File: config.mk
export PLATFORM = sky130hd
export DESIGN_NAME = pin_io_top
export DESIGN_NICKNAME = d
export VERILOG_FILES = /design/src/rtl/pin_io_pkg.sv /design/src/rtl/pin_io_sync.sv /design/src/rtl/pin_io_ctrl.sv /design/src/rtl/pin_io_dp.sv /design/src/rtl/pin_io_top.sv
export SDC_FILE = /design/constraint.sdc
export NUM_CORES = 1
export LEC_CHECK = 0
export CORE_AREA = 2 2 40 42
export DETAILED_ROUTE_END_ITERATION = 6
export DIE_AREA = 0 0 42 44
export PLACE_DENSITY = 0.78
export SYNTH_ARGS = -nofsm -noshare
export SYNTH_HDL_FRONTEND = slang
export SYNTH_HIERARCHICAL = 1
export SYNTH_SLANG_ARGS = --single-unit
File: constraint.sdc
create_clock -name clk -period 2.8 [get_ports clk]
set_clock_uncertainty 0.05 [all_clocks]
set_input_delay 0.56 -clock clk [delete_from_list [all_inputs] [get_ports clk]]
set_output_delay 0.56 -clock clk [all_outputs]
set_load 0.05 [all_outputs]
File: src/rtl/pin_io_pkg.sv
package pin_io_pkg;
  localparam int EVT_W = 4;
  localparam int EVT_ANY = 0;
  localparam int EVT_RISE = 1;
  localparam int EVT_FALL = 2;
  localparam int EVT_OVR = 3;
  localparam int LEVEL_BIT = 8;
  localparam logic [2:0] FUNC_CAPTURE = 3'd1;

  typedef enum logic [1:0] {
    EDGE_NONE = 2'b00,
    EDGE_RISE = 2'b01,
    EDGE_FALL = 2'b10,
    EDGE_BOTH = 2'b11
  } edgeSel_e;

  typedef struct packed {
    logic             armRise;
    logic             armFall;
    logic             driveEn;
    logic             driveHigh;
    logic             openDrain;
    logic             irqEnable;
    logic [EVT_W-1:0] clearMask;
  } pinCtl_t;
endpackage

File: src/rtl/pin_io_sync.sv
module pin_io_sync #(
  parameter int STAGES = 2
) (
  input  logic clk,
  input  logic rst_n,
  input  logic din,
  output logic dout
);
  localparam int LAST = STAGES - 1;
  logic [LAST:0] chain;

  genvar g;
  generate
    for (g = 0; g <= LAST; g++) begin : g_stage
      if (g == 0) begin : g_first
        always_ff @(posedge clk or negedge rst_n)
          if (!rst_n) chain[g] <= 1'b0;
          else        chain[g] <= din;
      end else begin : g_next
        always_ff @(posedge clk or negedge rst_n)
          if (!rst_n) chain[g] <= 1'b0;
          else        chain[g] <= chain[g-1];
      end
    end
  endgenerate

  assign dout = chain[LAST];
endmodule

File: src/rtl/pin_io_ctrl.sv
module pin_io_ctrl
  import pin_io_pkg::*;
(
  input  logic [2:0]       modeFunc,
  input  logic [1:0]       modeGpio,
  input  logic             modeOpenDrain,
  input  logic             modeIrqEn,
  input  logic [1:0]       modeEdge,
  input  logic             statusWrEn,
  input  logic [EVT_W-1:0] statusWrData,
  output pinCtl_t          ctl
);
  logic     captureOn;
  edgeSel_e edgeSel;

  always_comb begin
    captureOn     = (modeFunc == FUNC_CAPTURE);
    edgeSel       = edgeSel_e'(modeEdge);
    ctl.armRise   = captureOn && (edgeSel == EDGE_RISE || edgeSel == EDGE_BOTH);
    ctl.armFall   = captureOn && (edgeSel == EDGE_FALL || edgeSel == EDGE_BOTH);
    ctl.driveEn   = !captureOn && modeGpio[1];
    ctl.driveHigh = modeGpio[0];
    ctl.openDrain = modeOpenDrain;
    ctl.irqEnable = modeIrqEn;
    ctl.clearMask = statusWrEn ? statusWrData : '0;
  end
endmodule

File: src/rtl/pin_io_dp.sv
module pin_io_dp
  import pin_io_pkg::*;
#(
  parameter int SYNC_STAGES = 2,
  parameter int STAT_W      = 16
) (
  input  logic              clk,
  input  logic              rst_n,
  input  logic              pinIn,
  input  pinCtl_t           ctl,
  output logic              pinOut,
  output logic              pinOe,
  output logic [STAT_W-1:0] statusWord,
  output logic              irqOut
);
  logic             syncLvl;
  logic             prevLvl;
  logic             hitRise;
  logic             hitFall;
  logic             anyHit;
  logic [EVT_W-1:0] setVec;
  logic [EVT_W-1:0] evtFlags;

  pin_io_sync #(.STAGES(SYNC_STAGES)) u_sync (
    .clk (clk),
    .rst_n (rst_n),
    .din (pinIn),
    .dout (syncLvl)
  );

  always_ff @(posedge clk or negedge rst_n)
    if (!rst_n) prevLvl <= 1'b0;
    else        prevLvl <= syncLvl;

  always_comb begin
    hitRise          = ctl.armRise && syncLvl && !prevLvl;
    hitFall          = ctl.armFall && !syncLvl && prevLvl;
    anyHit           = hitRise || hitFall;
    setVec           = '0;
    setVec[EVT_ANY]  = anyHit;
    setVec[EVT_RISE] = hitRise;
    setVec[EVT_FALL] = hitFall;
    setVec[EVT_OVR]  = anyHit && evtFlags[EVT_ANY] && !ctl.clearMask[EVT_ANY];
  end

  genvar b;
  generate
    for (b = 0; b < EVT_W; b++) begin : g_flag
      always_ff @(posedge clk or negedge rst_n)
        if (!rst_n) evtFlags[b] <= 1'b0;
        else        evtFlags[b] <= (evtFlags[b] && !ctl.clearMask[b]) || setVec[b];
    end
  endgenerate

  always_comb begin
    pinOe  = ctl.driveEn && !(ctl.openDrain && ctl.driveHigh);
    pinOut = pinOe && ctl.driveHigh;
    statusWord            = '0;
    statusWord[EVT_W-1:0] = evtFlags;
    statusWord[LEVEL_BIT] = syncLvl;
    irqOut = ctl.irqEnable && (|evtFlags);
  end
endmodule

File: src/rtl/pin_io_top.sv
module pin_io_top
  import pin_io_pkg::*;
#(
  parameter int SYNC_STAGES = 2,
  parameter int STAT_W      = 16
) (
  input  logic              clk,
  input  logic              rst_n,
  input  logic [2:0]        modeFunc,
  input  logic [1:0]        modeGpio,
  input  logic              modeOpenDrain,
  input  logic              modeIrqEn,
  input  logic [1:0]        modeEdge,
  input  logic              statusWrEn,
  input  logic [EVT_W-1:0]  statusWrData,
  input  logic              pinIn,
  output logic              pinOut,
  output logic              pinOe,
  output logic [STAT_W-1:0] statusWord,
  output logic              irqOut
);
  pinCtl_t ctl;

  pin_io_ctrl u_ctrl (
    .modeFunc (modeFunc),
    .modeGpio (modeGpio),
    .modeOpenDrain (modeOpenDrain),
    .modeIrqEn (modeIrqEn),
    .modeEdge (modeEdge),
    .statusWrEn (statusWrEn),
    .statusWrData (statusWrData),
    .ctl (ctl)
  );

  pin_io_dp #(.SYNC_STAGES(SYNC_STAGES), .STAT_W(STAT_W)) u_dp (
    .clk (clk),
    .rst_n (rst_n),
    .pinIn (pinIn),
    .ctl (ctl),
    .pinOut (pinOut),
    .pinOe (pinOe),
    .statusWord (statusWord),
    .irqOut (irqOut)
  );
endmodule

==> results.md <==
* Worst hold path class: register to register
* Crit Path Class: input port to output port
* Dpl ws at 297 ps
* Initial antenna violation count at 0
* CP startpoint kind: input port
* DR vias/cell at 4.18
* Die ar. at 1850 µm²
* Buf/Inv on CP at 2
* Yosys cell types at 14
* Final global-route overflow total at 0
* Core Area at 1420 µm²
* DRC violations left at 0
* Hold path depth at 0
* Postcts setup bufs at 0
* Crit path largest cell delay at 390 ps
* Die width at 42 µm
* Initial DRC count at 11
* Resized cells post-CTS at 0
* Vias in the first global route at 354
* R2R setup slack at 1840 ps
* Sequential share of the synthesized area at 40.1%
* Clock root cell: clkbuf_4
* Fin crit share at 88.7%
* Largest net degree at the start of global routing at 8
* Final ANT Viol Nets at 0
* Global router's overall resource usage at 10.7%
* Status: finished clean
* Sink Count at 7
* Initial core utilization at 30.8%
* Placed Instance Area at 639 µm²
* Routed len/inst at 10.4 µm
* Top-Level Pins at 36
* Critical Path Fanout Max at 3
* Final WL at 877 µm
* DR pass1 iterations at 4
* CTS Buffer Depth at 2
* CTS tree: yes
* Final Hold Viols at 0
* Largest cells by area after synthesis: dfrtp_1 (40%), buf_4 (26%), and2_1 (10%), nor3b_2 (2.9%), o22ai_1 (2.9%)
* CP Depth at 6
* Final WS setup at 316 ps
* Antenna Cells at 0
* Largest area contributor in the netlist: dfrtp_1
* Die Height at 44 µm
* Worst slew pin tran at 506 ps
* CTS Buf Count at 3
* Share of cells above drive strength 1 at 13.2%
* Final non-filler cell area at 666 µm²
* Worst-path clk slew at 50 ps
* Dpl hpwl at 730 µm
* Standard-cell rows at 14
* Max Freq at 0.403 GHz
* Worst Reg-to-Reg Cells at 3
* FF+latch count, synth at 7
* Max-slew violations at 0
* RSZ-0062 raised after global routing: no
* Total negative setup slack at 0 ps
* Kind of cell adding the most delay to the critical path: buffers and inverters
* Port Buffer Count at 24
* Setup Viol. Count Final at 0
* # hold bufs at CTS at 0
* H-tree depth at 1
* Area Overhead vs Synth at 52.4%
* Mapped Area at 437 µm²
* Critical path, cell by cell: clkdlybuf4s50_1 -> nor3b_2 -> nor2b_1 -> a21boi_1 -> and2_1 -> buf_12
* First-pass GRT wire length at 1.46 mm
* Nets at 86
* Fin cells at 84
* Minimum clock period at 2480 ps
* Worst VDD drop at 0.000240 V
* Dpl cells at 80
* Slowest CP cell: clkdlybuf4s50_1
* Post-Syn Area per Cell at 9.70 µm²
* Critical Path RT at 2190 ps
* GPL Wtd Cong at 0.694
* Yosys warning count at 6
* Worst slew margin at 66.2%
* Syn Inst Count at 45
* Synth top area share at 40.1%
* Maxcap violations at 0
* Power Total at 312 µW
* Pleak at 0.000292 µW
* Worst Setup End Kind: output port
* Clk Latency, worst-skew pair at 250 ps
* Crit path DAT at 1870 ps
* PD cells at 469 nW/µm²
* Via count at 351
## logic make-up (layout without fill, tap and decap cells)
logic type	after synthesis	count (layout)	share of synthesized area (%)
buf+inv	18	31	28.4
simple gates	13	13	18.3
flops	7	7	40.1
compound gates	6	6	12.3
other cells	1	11	0.859
## Yosys cell counts, drive strengths merged
cell type / number
inv: 3
o22a: 1
and2: 7
nor3b: 1
dfrtp: 7
o41a: 1
o22ai: 3
nor2b: 1
nand2b: 1
conb: 1
a21boi: 1
buf: 15
nand2: 3
## placed cells by master (no fill, tap or decap), types with 2 or more instances in the layout
master / netlist / layout
inv_1: 3 / 3
dfrtp_1: 7 / 7
nand2_1: 3 / 3
and2_1: 7 / 7
clkdlybuf4s50_1: 0 / 21
buf_12: 0 / 2
clkbuf_4: 0 / 3
conb_1: 1 / 11
o22ai_1: 2 / 2
## final timing paths
| path | from | to |
|---|---|---|
| worst max-delay path | modeFunc[0] | pinOut |
| worst min-delay path | u_dp/u_sync/chain[0] | u_dp/u_sync/dout |
| worst max register to register | u_dp/u_sync/dout | u_dp/statusWord[3] |
| worst min register to register | u_dp/u_sync/chain[0] | u_dp/u_sync/dout |
| max in group asynchronous | rst_n | u_dp/prevLvl |
| min in group asynchronous | rst_n | u_dp/statusWord[1] |
## where the power goes
part	switching, µW	total [µW]	internal, µW
clock network	36.5	90.9	54.4
logic	69.8	110	40.7
registers	4.27	111	106
## routing by layer
metal	track usage, %	routed length [µm]	vias up	share of wire (%)
li1	-	-	166	-
met1	9.74	329	158	38
met2	19.4	439	27	50
met3	4.17	108	0	12
met4	7.74	0	0	0
met5	0	0	-	0
## cell type report
cell class / instances / area, µm²
clock buffer: 4 / 26.3
fill: 145 / 753
inverter: 3 / 11.3
multi-input combinational: 30 / 175
sequential: 7 / 175
tap: 16 / 20.0
timing repair buffer: 24 / 258
## worst reg2reg max path, delay by kind of cell, from the launching register on
kind	cells	cell delay (ps)
AOI/OAI and AO/OA	2	350
DFF	1	400
and+or+nand+nor	1	90
## state kept, by name (all words and copies together) (netlist names)
register and cells:
u_dp/statusWord 4, u_dp/prevLvl 1, u_dp/u_sync/chain 1, u_dp/u_sync/dout 1
## stage by stage
stage | util (%) | hold WS, ps
floorplan | - | 214
global placement | 45.1 | 285
detailed placement | 45.1 | 292
CTS | 46.9 | 308
global route | 46.9 | 312
finish | 46.9 | 303
No activity file was read; power rests on OpenSTA's default activity.
